[config.mk]
export PLATFORM = sky130hd
export DESIGN_NAME = pullseq_top
export DESIGN_NICKNAME = d
export VERILOG_FILES = /design/src/rtl/pullseq_pkg.sv /design/src/rtl/pullseq_settle.sv /design/src/rtl/pullseq_regs.sv /design/src/rtl/pullseq_pin_cell.sv /design/src/rtl/pullseq_top.sv
export SDC_FILE = /design/constraint.sdc
export NUM_CORES = 1
export LEC_CHECK = 0
export CAP_MARGIN = 20
export CORE_UTILIZATION = 50
export DETAILED_ROUTE_END_ITERATION = 7
export PLACE_DENSITY_LB_ADDON = 0.2
export SETUP_SLACK_MARGIN = 0.15
export SYNTH_ARGS = -nofsm -noshare
export SYNTH_HDL_FRONTEND = slang
export SYNTH_SLANG_ARGS = --single-unit
[constraint.sdc]
create_clock -name clk -period 5.1 [get_ports clk]
set_input_delay 1.53 -clock clk [delete_from_list [all_inputs] [get_ports clk]]
set_output_delay 1.53 -clock clk [all_outputs]
set_load 0.03 [all_outputs]
[src/rtl/pullseq_pkg.sv]
package pullseq_pkg;

  localparam logic [1:0] MODE_NONE = 2'd0;
  localparam logic [1:0] MODE_DOWN = 2'd1;
  localparam logic [1:0] MODE_UP   = 2'd2;

  // Reserved encoding 3 collapses to no pull.
  function automatic logic [1:0] mode_clean(input logic [1:0] m);
    return (m == 2'd3) ? MODE_NONE : m;
  endfunction

  function automatic int strobe_addr(input int base, input int bank);
    return base + bank * 4;
  endfunction

  function automatic int bank_of(input int pin, input int width);
    return pin / width;
  endfunction

  function automatic int bit_of(input int pin, input int width);
    return pin % width;
  endfunction

endpackage

[src/rtl/pullseq_settle.sv]
module pullseq_settle #(
  parameter int SETTLE_CYC = 150
) (
  input  logic clk,
  input  logic rst_n,
  input  logic start,
  output logic busy
);
  localparam int CNT_W = $clog2(SETTLE_CYC + 1);

  logic [CNT_W-1:0] cnt_q;

  always_ff @(posedge clk or negedge rst_n) begin
    if (!rst_n)              cnt_q <= '0;
    else if (start)          cnt_q <= CNT_W'(SETTLE_CYC);
    else if (cnt_q != '0)    cnt_q <= cnt_q - 1'b1;
  end

  assign busy = (cnt_q != '0);

  p_busy_on_write_r7: assert property (@(posedge clk) disable iff (!rst_n)
    start |=> busy);
  p_cnt_bound_r7: assert property (@(posedge clk) disable iff (!rst_n)
    int'(cnt_q) <= SETTLE_CYC);
  p_idle_stays_r7: assert property (@(posedge clk) disable iff (!rst_n)
    (!busy && !start) |=> !busy);

endmodule

[src/rtl/pullseq_regs.sv]
module pullseq_regs
  import pullseq_pkg::*;
#(
  parameter int NUM_PINS  = 54,
  parameter int DATA_W    = 32,
  parameter int ADDR_W    = 8,
  parameter int CTRL_ADDR = 'h94,
  parameter int CLK_BASE  = 'h98,
  parameter int STAT_ADDR = 'hA0
) (
  input  logic                clk,
  input  logic                rst_n,
  input  logic                wr_en,
  input  logic [ADDR_W-1:0]   addr,
  input  logic [DATA_W-1:0]   wdata,
  input  logic                busy,
  output logic [DATA_W-1:0]   rdata,
  output logic [1:0]          mode_val,
  output logic [NUM_PINS-1:0] pin_rise,
  output logic                cfg_write
);
  localparam int NUM_BANKS = (NUM_PINS + DATA_W - 1) / DATA_W;

  logic [1:0]          ctrl_q;
  logic [NUM_PINS-1:0] strobe_q;
  logic [NUM_PINS-1:0] strobe_d;
  logic                ctrl_hit;
  logic [NUM_BANKS-1:0] bank_hit;
  logic [DATA_W-1:0]   bank_word [NUM_BANKS];

  assign ctrl_hit = wr_en && (int'(addr) == CTRL_ADDR);

  for (genvar b = 0; b < NUM_BANKS; b++) begin : g_bank
    assign bank_hit[b] = wr_en && (int'(addr) == strobe_addr(CLK_BASE, b));
    for (genvar j = 0; j < DATA_W; j++) begin : g_word
      if (b * DATA_W + j < NUM_PINS) begin : g_live
        assign bank_word[b][j] = strobe_q[b * DATA_W + j];
      end else begin : g_pad
        assign bank_word[b][j] = 1'b0;
      end
    end
  end

  for (genvar i = 0; i < NUM_PINS; i++) begin : g_pin
    localparam int BK = bank_of(i, DATA_W);
    localparam int BT = bit_of(i, DATA_W);
    assign strobe_d[i] = bank_hit[BK] ? wdata[BT] : strobe_q[i];
    assign pin_rise[i] = bank_hit[BK] && wdata[BT] && !strobe_q[i];
  end

  always_ff @(posedge clk or negedge rst_n) begin
    if (!rst_n) begin
      ctrl_q   <= MODE_NONE;
      strobe_q <= '0;
    end else begin
      if (ctrl_hit) ctrl_q <= wdata[1:0];
      strobe_q <= strobe_d;
    end
  end

  assign mode_val  = ctrl_q;
  assign cfg_write = ctrl_hit || (|bank_hit);

  always_comb begin
    rdata = '0;
    if (int'(addr) == CTRL_ADDR) rdata[1:0] = ctrl_q;
    if (int'(addr) == STAT_ADDR) rdata[0]   = busy;
    for (int b = 0; b < NUM_BANKS; b++) begin
      if (int'(addr) == strobe_addr(CLK_BASE, b)) rdata = bank_word[b];
    end
  end

  p_ctrl_load_r2: assert property (@(posedge clk) disable iff (!rst_n)
    ctrl_hit |=> ctrl_q == $past(wdata[1:0]));
  p_ctrl_keep_r8: assert property (@(posedge clk) disable iff (!rst_n)
    !ctrl_hit |=> $stable(ctrl_q));
  p_strobe_hold_r3: assert property (@(posedge clk) disable iff (!rst_n)
    !(|bank_hit) |=> $stable(strobe_q));

endmodule

[src/rtl/pullseq_pin_cell.sv]
module pullseq_pin_cell
  import pullseq_pkg::*;
(
  input  logic       clk,
  input  logic       rst_n,
  input  logic       load,
  input  logic [1:0] mode_in,
  output logic       up_en,
  output logic       dn_en
);
  logic [1:0] state_q;

  always_ff @(posedge clk or negedge rst_n) begin
    if (!rst_n)    state_q <= MODE_NONE;
    else if (load) state_q <= mode_clean(mode_in);
  end

  assign up_en = (state_q == MODE_UP);
  assign dn_en = (state_q == MODE_DOWN);

  p_hold_r6: assert property (@(posedge clk) disable iff (!rst_n)
    !load |=> $stable(state_q));
  p_no_reserved_r5: assert property (@(posedge clk) disable iff (!rst_n)
    load |=> state_q != 2'd3);

endmodule

[src/rtl/pullseq_top.sv]
module pullseq_top #(
  parameter int NUM_PINS   = 54,
  parameter int DATA_W     = 32,
  parameter int ADDR_W     = 8,
  parameter int SETTLE_CYC = 150,
  parameter int CTRL_ADDR  = 'h94,
  parameter int CLK_BASE   = 'h98,
  parameter int STAT_ADDR  = 'hA0
) (
  input  logic                clk,
  input  logic                rst_n,
  input  logic                bus_wr,
  input  logic [ADDR_W-1:0]   bus_addr,
  input  logic [DATA_W-1:0]   bus_wdata,
  output logic [DATA_W-1:0]   bus_rdata,
  output logic [NUM_PINS-1:0] pull_up_en,
  output logic [NUM_PINS-1:0] pull_dn_en
);
  logic [1:0]          mode_val;
  logic [NUM_PINS-1:0] pin_rise;
  logic                cfg_write;
  logic                settle_busy;

  pullseq_regs #(
    .NUM_PINS (NUM_PINS),
    .DATA_W   (DATA_W),
    .ADDR_W   (ADDR_W),
    .CTRL_ADDR(CTRL_ADDR),
    .CLK_BASE (CLK_BASE),
    .STAT_ADDR(STAT_ADDR)
  ) u_regs (
    .clk      (clk),
    .rst_n    (rst_n),
    .wr_en    (bus_wr),
    .addr     (bus_addr),
    .wdata    (bus_wdata),
    .busy     (settle_busy),
    .rdata    (bus_rdata),
    .mode_val (mode_val),
    .pin_rise (pin_rise),
    .cfg_write(cfg_write)
  );

  pullseq_settle #(.SETTLE_CYC(SETTLE_CYC)) u_settle (
    .clk  (clk),
    .rst_n(rst_n),
    .start(cfg_write),
    .busy (settle_busy)
  );

  for (genvar i = 0; i < NUM_PINS; i++) begin : g_cell
    pullseq_pin_cell u_cell (
      .clk    (clk),
      .rst_n  (rst_n),
      .load   (pin_rise[i]),
      .mode_in(mode_val),
      .up_en  (pull_up_en[i]),
      .dn_en  (pull_dn_en[i])
    );
  end

  p_excl_r9: assert property (@(posedge clk) disable iff (!rst_n)
    !(|(pull_up_en & pull_dn_en)));
  p_mode_only_r6: assert property (@(posedge clk) disable iff (!rst_n)
    !(|pin_rise) |=> ($stable(pull_up_en) && $stable(pull_dn_en)));

endmodule

==> run summary, run 1 <==
Buffers on Ports -> 182
largest net degree at the start of global routing -> 117
Layout Cells excl Fill -> 1,038
Worst setup startpoint -> bus_addr[6]
vias in the first global route -> 5,780
clk buf depth -> 2
Mapped Cells -> 723
antenna-violating nets left -> 0
top-count cell post-synth -> dfrtp_1
Core Region -> 17,500 µm²
Initial DRC Count -> 168
Starting Density -> 51.7%
later-pin clock latency in the skew report -> 420 ps
Worst Hold Class -> register to register
Avg WL per Cell -> 17.9 µm
sequential fraction of the synthesis area -> 47.6%
Worst-path clk slew -> 60 ps
CTS root buffer -> clkbuf_16
Crit. End Element -> primary output
Place WS -> 251 ps
yosys warns -> 0
share of layout cells above drive strength 1 -> 34.8%
num rows -> 48
largest cells by area after synthesis -> dfrtp_1, mux2_2, buf_4
hold path start -> g_cell[20].u_cell.state_q[0]$_DFFE_PN0P_
critical-path maximum fanout -> 15
final WL -> 18,600 µm
Critical Path AT -> 3330 ps
Final Hold Violating Endpoints -> 0
dpl hpwl -> 12,900 µm
ANT cells -> 0
placed cell count -> 1,006
total power draw -> 2.96 mW
Req. time, crit path -> 3570 ps
fraction of registers with async set/reset -> 100%
initial antenna violation count -> 0
VDD IR-drop max -> 232 µV
Fin Setup TNS -> 0 ps
status -> finished clean
Max-slew headroom -> 48.1%
count of different cell masters after synthesis -> 36
Tcrit/Tclk final -> 95.3%
power per cell area -> 271 nW/µm²
Netlist Area Pre-Place -> 9030 µm²
DRC violations left -> 0
clk_skew -> 7.21 ps
post-cts resize count -> 0
Setup CP Type -> input pin to primary output
Die H -> 136 µm
TritonCTS Buffers -> 17
EDFF count, synth -> 0
grt ovf -> 0
vias -> 5,505
Setup WS post-layout -> 239 ps
CTS tree -> built
post-CTS setup buffers -> 0
Post-Synthesis Net Count -> 768
first-pass GRT wire length -> 29,900 µm
first drt pass iteration count -> 4
Area Overhead vs Synth -> 20.9%
Synth top cells by count -> dfrtp_1, mux2_2, nor2b_1, buf_4, nor3b_2
cts hold-fix bufs -> 0
ys flop type -> dfrtp_1
FMAX -> 206 MHz
register bit count reported by yosys -> 172
hold_ws -> 515 ps
Post-Syn Area per Cell -> 12.5 µm²
H-tree depth -> 4
DIE AREA -> 18,600 µm²
leading area contributor after synthesis -> dfrtp_1
Max Cap Viol -> 0
io pins -> 183
RSZ-0062 raised after global routing -> no
via-per-instance ratio -> 5.30
critical path startpoint category -> input pin
Clock Sinks -> 172
chip width -> 136 µm
endpoints failing setup -> 0
FF-to-FF Start -> u_settle.cnt_q[4]$_DFFE_PN0P_
total track usage -> 21.0%
minimum clock period -> 4860 ps
Final #Nets -> 846
flop2flop setup slack -> 3280 ps
max-slew violations -> 0
cell leakage power -> 5.15 nW
global placer's final weighted congestion -> 0.799
post-synth top area share -> 47.6%
transition time of the tightest slew-check pin -> 776 ps
## placed cells by master (no fill, tap or decap), types with 2 or more instances in the layout
cell type and count:
mux2_2 157, buf_4 38, o21ai_0 3, dfrtp_1 172
buf_12 6, clkinv_4 3, ha_1 2, nor3b_2 41
nor2b_4 3, nand4_4 2, nand4b_1 2, inv_1 2
and2_1 12, nor3b_1 14, nand2_1 3, mux2_1 8
clkbuf_16 17, nor2b_1 111, or3_1 4, nor3_1 2
clkinvlp_4 2, a22o_1 20, clkinv_2 4, nor2_1 5
clkdlybuf4s50_1 150, mux2i_1 2, clkbuf_8 4, nand2b_1 3
a21oi_1 5
## metrics by stage
stage	utilization, %	area (µm²)
2_1_floorplan	-	9030
3_3_place_gp	59.1	10300
3_5_place_dp	59.1	10300
4_1_cts	62.3	10900
5_1_grt	62.5	10900
6_report	62.5	10900
## routing by layer
layer / vias up / GRT usage [%] / wire [µm]
li1: 2542 / - / -
met1: 2808 / 26.6 / 7830
met2: 137 / 35.5 / 9630
met3: 18 / 4.62 / 914
met4: 0 / 6.91 / 225
met5: - / 0 / 0
## power breakdown
group,internal [mW],switching (mW)
Combinational,0.122,0.135
Sequential,1.42,0.0499
Clock,0.720,0.518
Total,2.26,0.703
## sequential cells by signal (all words and copies together), names as in the netlist
register               count
u_regs.strobe_q           54
g_cell.u_cell.state_q    108
u_regs.mode_val            2
u_settle.cnt_q             8
## cells by family after synthesis
kind of cell / share of synthesized area, %
buffers and inverters: 10.4
multiplexers: 20.8
flip-flops: 47.6
AO/OA/AOI/OAI: 2.83
AND/OR/NAND/NOR: 17.9
adder cells (fa/ha/maj): 0.277
XOR/XNOR: 0.0970
## worst max-delay path, stage by stage
cell             delay [ps]
clkdlybuf4s50_1         450
nor4b_4                 330
and3_1                  230
nor2b_4                 180
buf_4                   230
a22o_1                  240
buf_12                  130
## final timing paths
check,end,cells past startpoint
max,bus_rdata[20],7
min,g_cell[20].u_cell.state_q[0]$_DFFE_PN0P_,1
max reg2reg,u_settle.cnt_q[1]$_DFFE_PN0P_,4
min reg2reg,g_cell[20].u_cell.state_q[0]$_DFFE_PN0P_,1
max in group asynchronous,g_cell[45].u_cell.state_q[1]$_DFFE_PN0P_,3
min in group asynchronous,u_regs.strobe_q[26]$_DFFE_PN0P_,1
## final cells by class
cell class                      instances  area [µm²]
Timing Repair Buffer                  196        1950
Fill cell                            1356        6560
Sequential cell                       172        4300
Inverter                                2        7.51
Tap cell                              225         282
Clock buffer                           21         480
Clock inverter                         10        91.3
Multi-Input combinational cell        412        3810
Power figures use the tool's default switching activity.
==> inputs of run 2 (changes only) <==
- GPL_TIMING_DRIVEN: unset -> 0
==> run summary, run 2 (synthesis results as in run 1) <==
GR peak layer -> met2
Largest regs -> g_cell.u_cell.state_q x108, u_regs.strobe_q x54, u_settle.cnt_q x8
most frequent cells in the layout -> dfrtp_1, mux2_2, clkdlybuf4s50_1
Max-slew headroom -> 49.4%
FMAX -> 203 MHz
Clock Sinks -> 172
Buffers on Ports -> 180
Max Cap Viol -> 0
Critical Path AT -> 3390 ps
hold path start -> g_cell[20].u_cell.state_q[0]$_DFFE_PN0P_
post-place instance area -> 11,200 µm²
Final #Nets -> 969
hold endpoint -> g_cell[20].u_cell.state_q[0]$_DFFE_PN0P_
TritonCTS Buffers -> 17
multi-input gate area in the final layout -> 3810 µm²
DIE AREA -> 18,600 µm²
Area Overhead vs Synth -> 29.2%
share of layout cells above drive strength 1 -> 42.2%
Layout Cells excl Fill -> 1,162
flop2flop setup slack -> 3310 ps
Die H -> 136 µm
ANT cells -> 0
hold path depth -> 1
Reg with most FFs -> g_cell.u_cell.state_q
Fin Setup TNS -> 0 ps
Crit. End Element -> primary output
largest net degree at the start of global routing -> 95
critical-path maximum fanout -> 10
VDD IR-drop max -> 225 µV
Worst Reg-to-Reg Cells -> 4
io pins -> 183
via-per-instance ratio -> 5.04
dpl hpwl -> 13,600 µm
max-slew violations -> 0
DRC violations left -> 0
CTS tree -> built
chip width -> 136 µm
global placer's final weighted congestion -> 0.736
status -> finished clean
cts hold-fix bufs -> 0
grt ovf -> 0
final WL -> 19,400 µm
fill cell count -> 1,398
later-pin clock latency in the skew report -> 430 ps
Worst setup startpoint -> bus_addr[0]
total track usage -> 22.2%
first drt pass iteration count -> 4
met1 usage -> 28.8%
met2 Usage GRT -> 36.0%
Worst-path clk slew -> 60 ps
Core Region -> 17,500 µm²
max FFs per register -> 108
Initial DRC Count -> 247
Req. time, crit path -> 3570 ps
critical path startpoint category -> input pin
power per cell area -> 262 nW/µm²
FF-to-FF Start -> u_regs.mode_val[1]$_DFFE_PN0P_
Avg WL per Cell -> 16.7 µm
met3 global-route usage -> 5.70%
transition time of the tightest slew-check pin -> 757 ps
cell leakage power -> 5.76 nW
antenna-violating nets left -> 0
RSZ-0062 raised after global routing -> yes
Starting Density -> 51.7%
Final Hold Violating Endpoints -> 0
initial antenna violation count -> 0
placed cell count -> 1,129
Setup WS post-layout -> 184 ps
first-pass GRT wire length -> 30,900 µm
vias -> 5,851
capture point of the worst reg-to-reg path -> g_cell[21].u_cell.state_q[1]$_DFFE_PN0P_
Final Cell Area -> 11,700 µm²
Place WS -> -882 ps
clk_skew -> 7.81 ps
H-tree depth -> 4
endpoints failing setup -> 0
vias in the first global route -> 5,878
num rows -> 48
Storage cell area -> 4300 µm²
clk buf depth -> 2
Tcrit/Tclk final -> 96.4%
Setup CP Type -> input pin to primary output
CTS root buffer -> clkbuf_16
minimum clock period -> 4920 ps
commonest non-fill, non-tap cell in the layout -> dfrtp_1
Worst Hold Class -> register to register
[run 2: cell types whose count changed in the layout (fill, tap and decap cells not counted), sizes merged, moves of 2 or more]
cell	delta
clkinv	-3
clkbuf	+12
clkdlybuf4s50	-3
buf	+108
inv	+5
bufinv	+2
[run 2: worst max-delay path, stage by stage]
cell	delay (ps)
clkdlybuf4s50_1	450
nor4b_4	340
and3_4	250
nor2b_4	210
buf_6	160
and2_1	150
clkdlybuf4s15_2	300
[run 2: layout make-up]
cell class | count | area share, %
Sequential cell | 172 | 36.9
Multi-Input combinational cell | 412 | 32.6
Timing Repair Buffer | 182 | 14.5
Buffer | 137 | 8.24
Clock buffer | 17 | 3.64
Tap cell | 225 | 2.41
Clock inverter | 15 | 1.60
Inverter | 2 | 0.0643
[run 2: layer usage]
metal  vias up  routed length (µm)
li1       2787                   -
met1      2914                8720
met2       127                9350
met4         0                 297
met3        23                1060
met5         -                   0
[run 2: repair_timing]
item | 4_1_cts | 5_1_grt
setup endpoints to repair | 32 | 31
setup buffers | 1 | 0
hold endpoints to repair | 0 | 0
gates resized for setup | 109 | 61
pin swaps | 1 | 0
[run 2: worst max path at each step]
| stage | end | slack, ps | cells past startpoint |
|---|---|---|---|
| final | bus_rdata[24] | 180 | 7 |
| after global routing | bus_rdata[24] | 100 | 7 |
| after CTS | bus_rdata[30] | 130 | 7 |
| after detailed placement | bus_rdata[13] | -880 | 7 |
| after global placement | g_cell[11].u_cell.state_q[0]$_DFFE_PN0P_ | -4640 | 1 |
| after floorplan | bus_rdata[10] | 590 | 5 |
[run 2: metrics by stage]
step | utilization (%) | power, mW | hold WS (ps)
finish | 66.8 | 3.06 | 512
global route | 66.8 | 3.17 | 523
CTS | 67.8 | 3.08 | 512
detailed placement | 63.8 | 1.74 | 496
global placement | 63.6 | 1.73 | 486
floorplan | - | 1.63 | 473
[run 2: power by group]
part	switching, mW	total [mW]	internal (mW)
logic	0.130	0.250	0.119
registers	0.0468	1.47	1.42
clock network	0.563	1.34	0.780
==> inputs of run 3 (changes only) <==
- MAX_ROUTING_LAYER: unset -> met4
- PLACE_DENSITY_LB_ADDON: 0.2 -> 0.12
- SLEW_MARGIN: unset -> 20
==> run summary, run 3 (synthesis results as in run 1) <==
status -> finished clean
Final Cell Area -> 11,800 µm²
clk buf depth -> 2
cell leakage power -> 5.75 nW
CTS tree -> built
Die H -> 136 µm
endpoints failing setup -> 0
Clock Sinks -> 172
WP depth -> 7
Max Cap Viol -> 0
via-per-instance ratio -> 5.08
Worst Reg-to-Reg Cells -> 4
vias -> 5,907
Setup CP Type -> input pin to primary output
final WL -> 20,200 µm
post-place instance area -> 11,200 µm²
Worst-path clk slew -> 60 ps
Final #Nets -> 969
Layout Cells excl Fill -> 1,162
Req. time, crit path -> 3570 ps
largest net degree at the start of global routing -> 93
TritonCTS Buffers -> 17
max-slew violations -> 0
Starting Density -> 51.7%
VDD IR-drop max -> 223 µV
most frequent cells in the layout -> dfrtp_1, mux2_2, clkdlybuf4s50_1
Critical Path AT -> 3390 ps
transition time of the tightest slew-check pin -> 730 ps
Core Region -> 17,500 µm²
dpl hpwl -> 14,400 µm
Crit. End Element -> primary output
Fin Setup TNS -> 0 ps
Tcrit/Tclk final -> 96.4%
critical path startpoint category -> input pin
antenna-violating nets left -> 0
total power draw -> 3.19 mW
Final Core Density -> 67.5%
Place WS -> -847 ps
CTS root buffer -> clkbuf_16
clk_skew -> 4.94 ps
chip width -> 136 µm
grt ovf -> 0
initial antenna violation count -> 0
Area Overhead vs Synth -> 30.6%
first drt pass iteration count -> 4
DIE AREA -> 18,600 µm²
Initial DRC Count -> 219
commonest non-fill, non-tap cell in the layout -> dfrtp_1
Largest stage delay, worst path -> 450 ps
share of layout cells above drive strength 1 -> 41.9%
minimum clock period -> 4920 ps
H-tree depth -> 4
global placer's final weighted congestion -> 0.754
cts hold-fix bufs -> 0
Reg with most FFs -> g_cell.u_cell.state_q
max FFs per register -> 108
io pins -> 183
num rows -> 48
power per cell area -> 271 nW/µm²
Avg WL per Cell -> 17.4 µm
Buffers on Ports -> 180
FMAX -> 203 MHz
vias in the first global route -> 6,058
later-pin clock latency in the skew report -> 420 ps
Worst Hold Class -> register to register
Critical Path, Cell by Cell -> clkdlybuf4s50_1 > nor4b_4 > and3_4 > nor2b_4 > buf_6 > a22o_1 > clkdlybuf4s15_2
ANT cells -> 0
first-pass GRT wire length -> 31,500 µm
critical path's slowest cell -> clkdlybuf4s50_1
Max-slew headroom -> 51.3%
Largest regs -> g_cell.u_cell.state_q x108, u_regs.strobe_q x54, u_settle.cnt_q x8
Worst path top cell family by delay -> buffers and inverters
total track usage -> 23.4%
hold_ws -> 516 ps
Setup WS post-layout -> 185 ps
critical-path maximum fanout -> 10
Final Hold Violating Endpoints -> 0
RSZ-0062 raised after global routing -> yes
placed cell count -> 1,129
worst path bufs/invs -> 3
DRC violations left -> 0
hold path depth -> 1
-- run 3: final cells by class --
cell class              instances  area [µm²]
inverters                       2        7.51
clock inverters                11         214
flip-flops and latches        172        4300
repair buffers                182        1760
fillers                      1290        5670
well taps                     225         282
plain buffers                 137         962
clock buffers                  21         460
multi-input cells             412        3810
-- run 3: report_power, final --
group / switching (mW) / internal, mW / total [mW]
sequential: 0.0460 / 1.42 / 1.47
combinational: 0.135 / 0.120 / 0.255
clock: 0.529 / 0.944 / 1.47
total: 0.710 / 2.48 / 3.19
-- run 3: path summary, 6_finish.rpt --
kind / from / endpoint / slack (ps)
worst max-delay path: bus_addr[0] / bus_rdata[17] / 180
worst min-delay path: g_cell[11].u_cell.state_q[1]$_DFFE_PN0P_ / g_cell[11].u_cell.state_q[1]$_DFFE_PN0P_ / 520
worst max register to register: u_regs.mode_val[0]$_DFFE_PN0P_ / g_cell[25].u_cell.state_q[0]$_DFFE_PN0P_ / 3320
max in group asynchronous: rst_n / g_cell[39].u_cell.state_q[0]$_DFFE_PN0P_ / 3150
min in group asynchronous: rst_n / u_regs.strobe_q[27]$_DFFE_PN0P_ / 1070
worst min register to register: g_cell[11].u_cell.state_q[1]$_DFFE_PN0P_ / g_cell[11].u_cell.state_q[1]$_DFFE_PN0P_ / 520
-- run 3: per-layer routing --
layer  track usage [%]  up-vias  share of wire, %  wire, µm
li1                  -     2780                 -         -
met3              4.62       34               4.7       956
met2              38.2      150                50     10100
met1              28.8     2943                44      8820
met5                 -        -                 0         0
met4              8.52        0               2.0       399
-- run 3: repair_timing --
item / CTS / global route
endpoints found under the setup margin: 32 / 26
cloned: 0 / 0
gates resized for setup: 118 / 31
buffers inserted: 1 / 0
pin swaps: 1 / 0
-- run 3: worst reg2reg max path: cells and delay by family (launching register included) --
| family | cells | cell delay (ps) |
|---|---|---|
| mux | 1 | 270 |
| buf+inv | 2 | 930 |
| simple gates | 1 | 140 |
| flops | 1 | 380 |
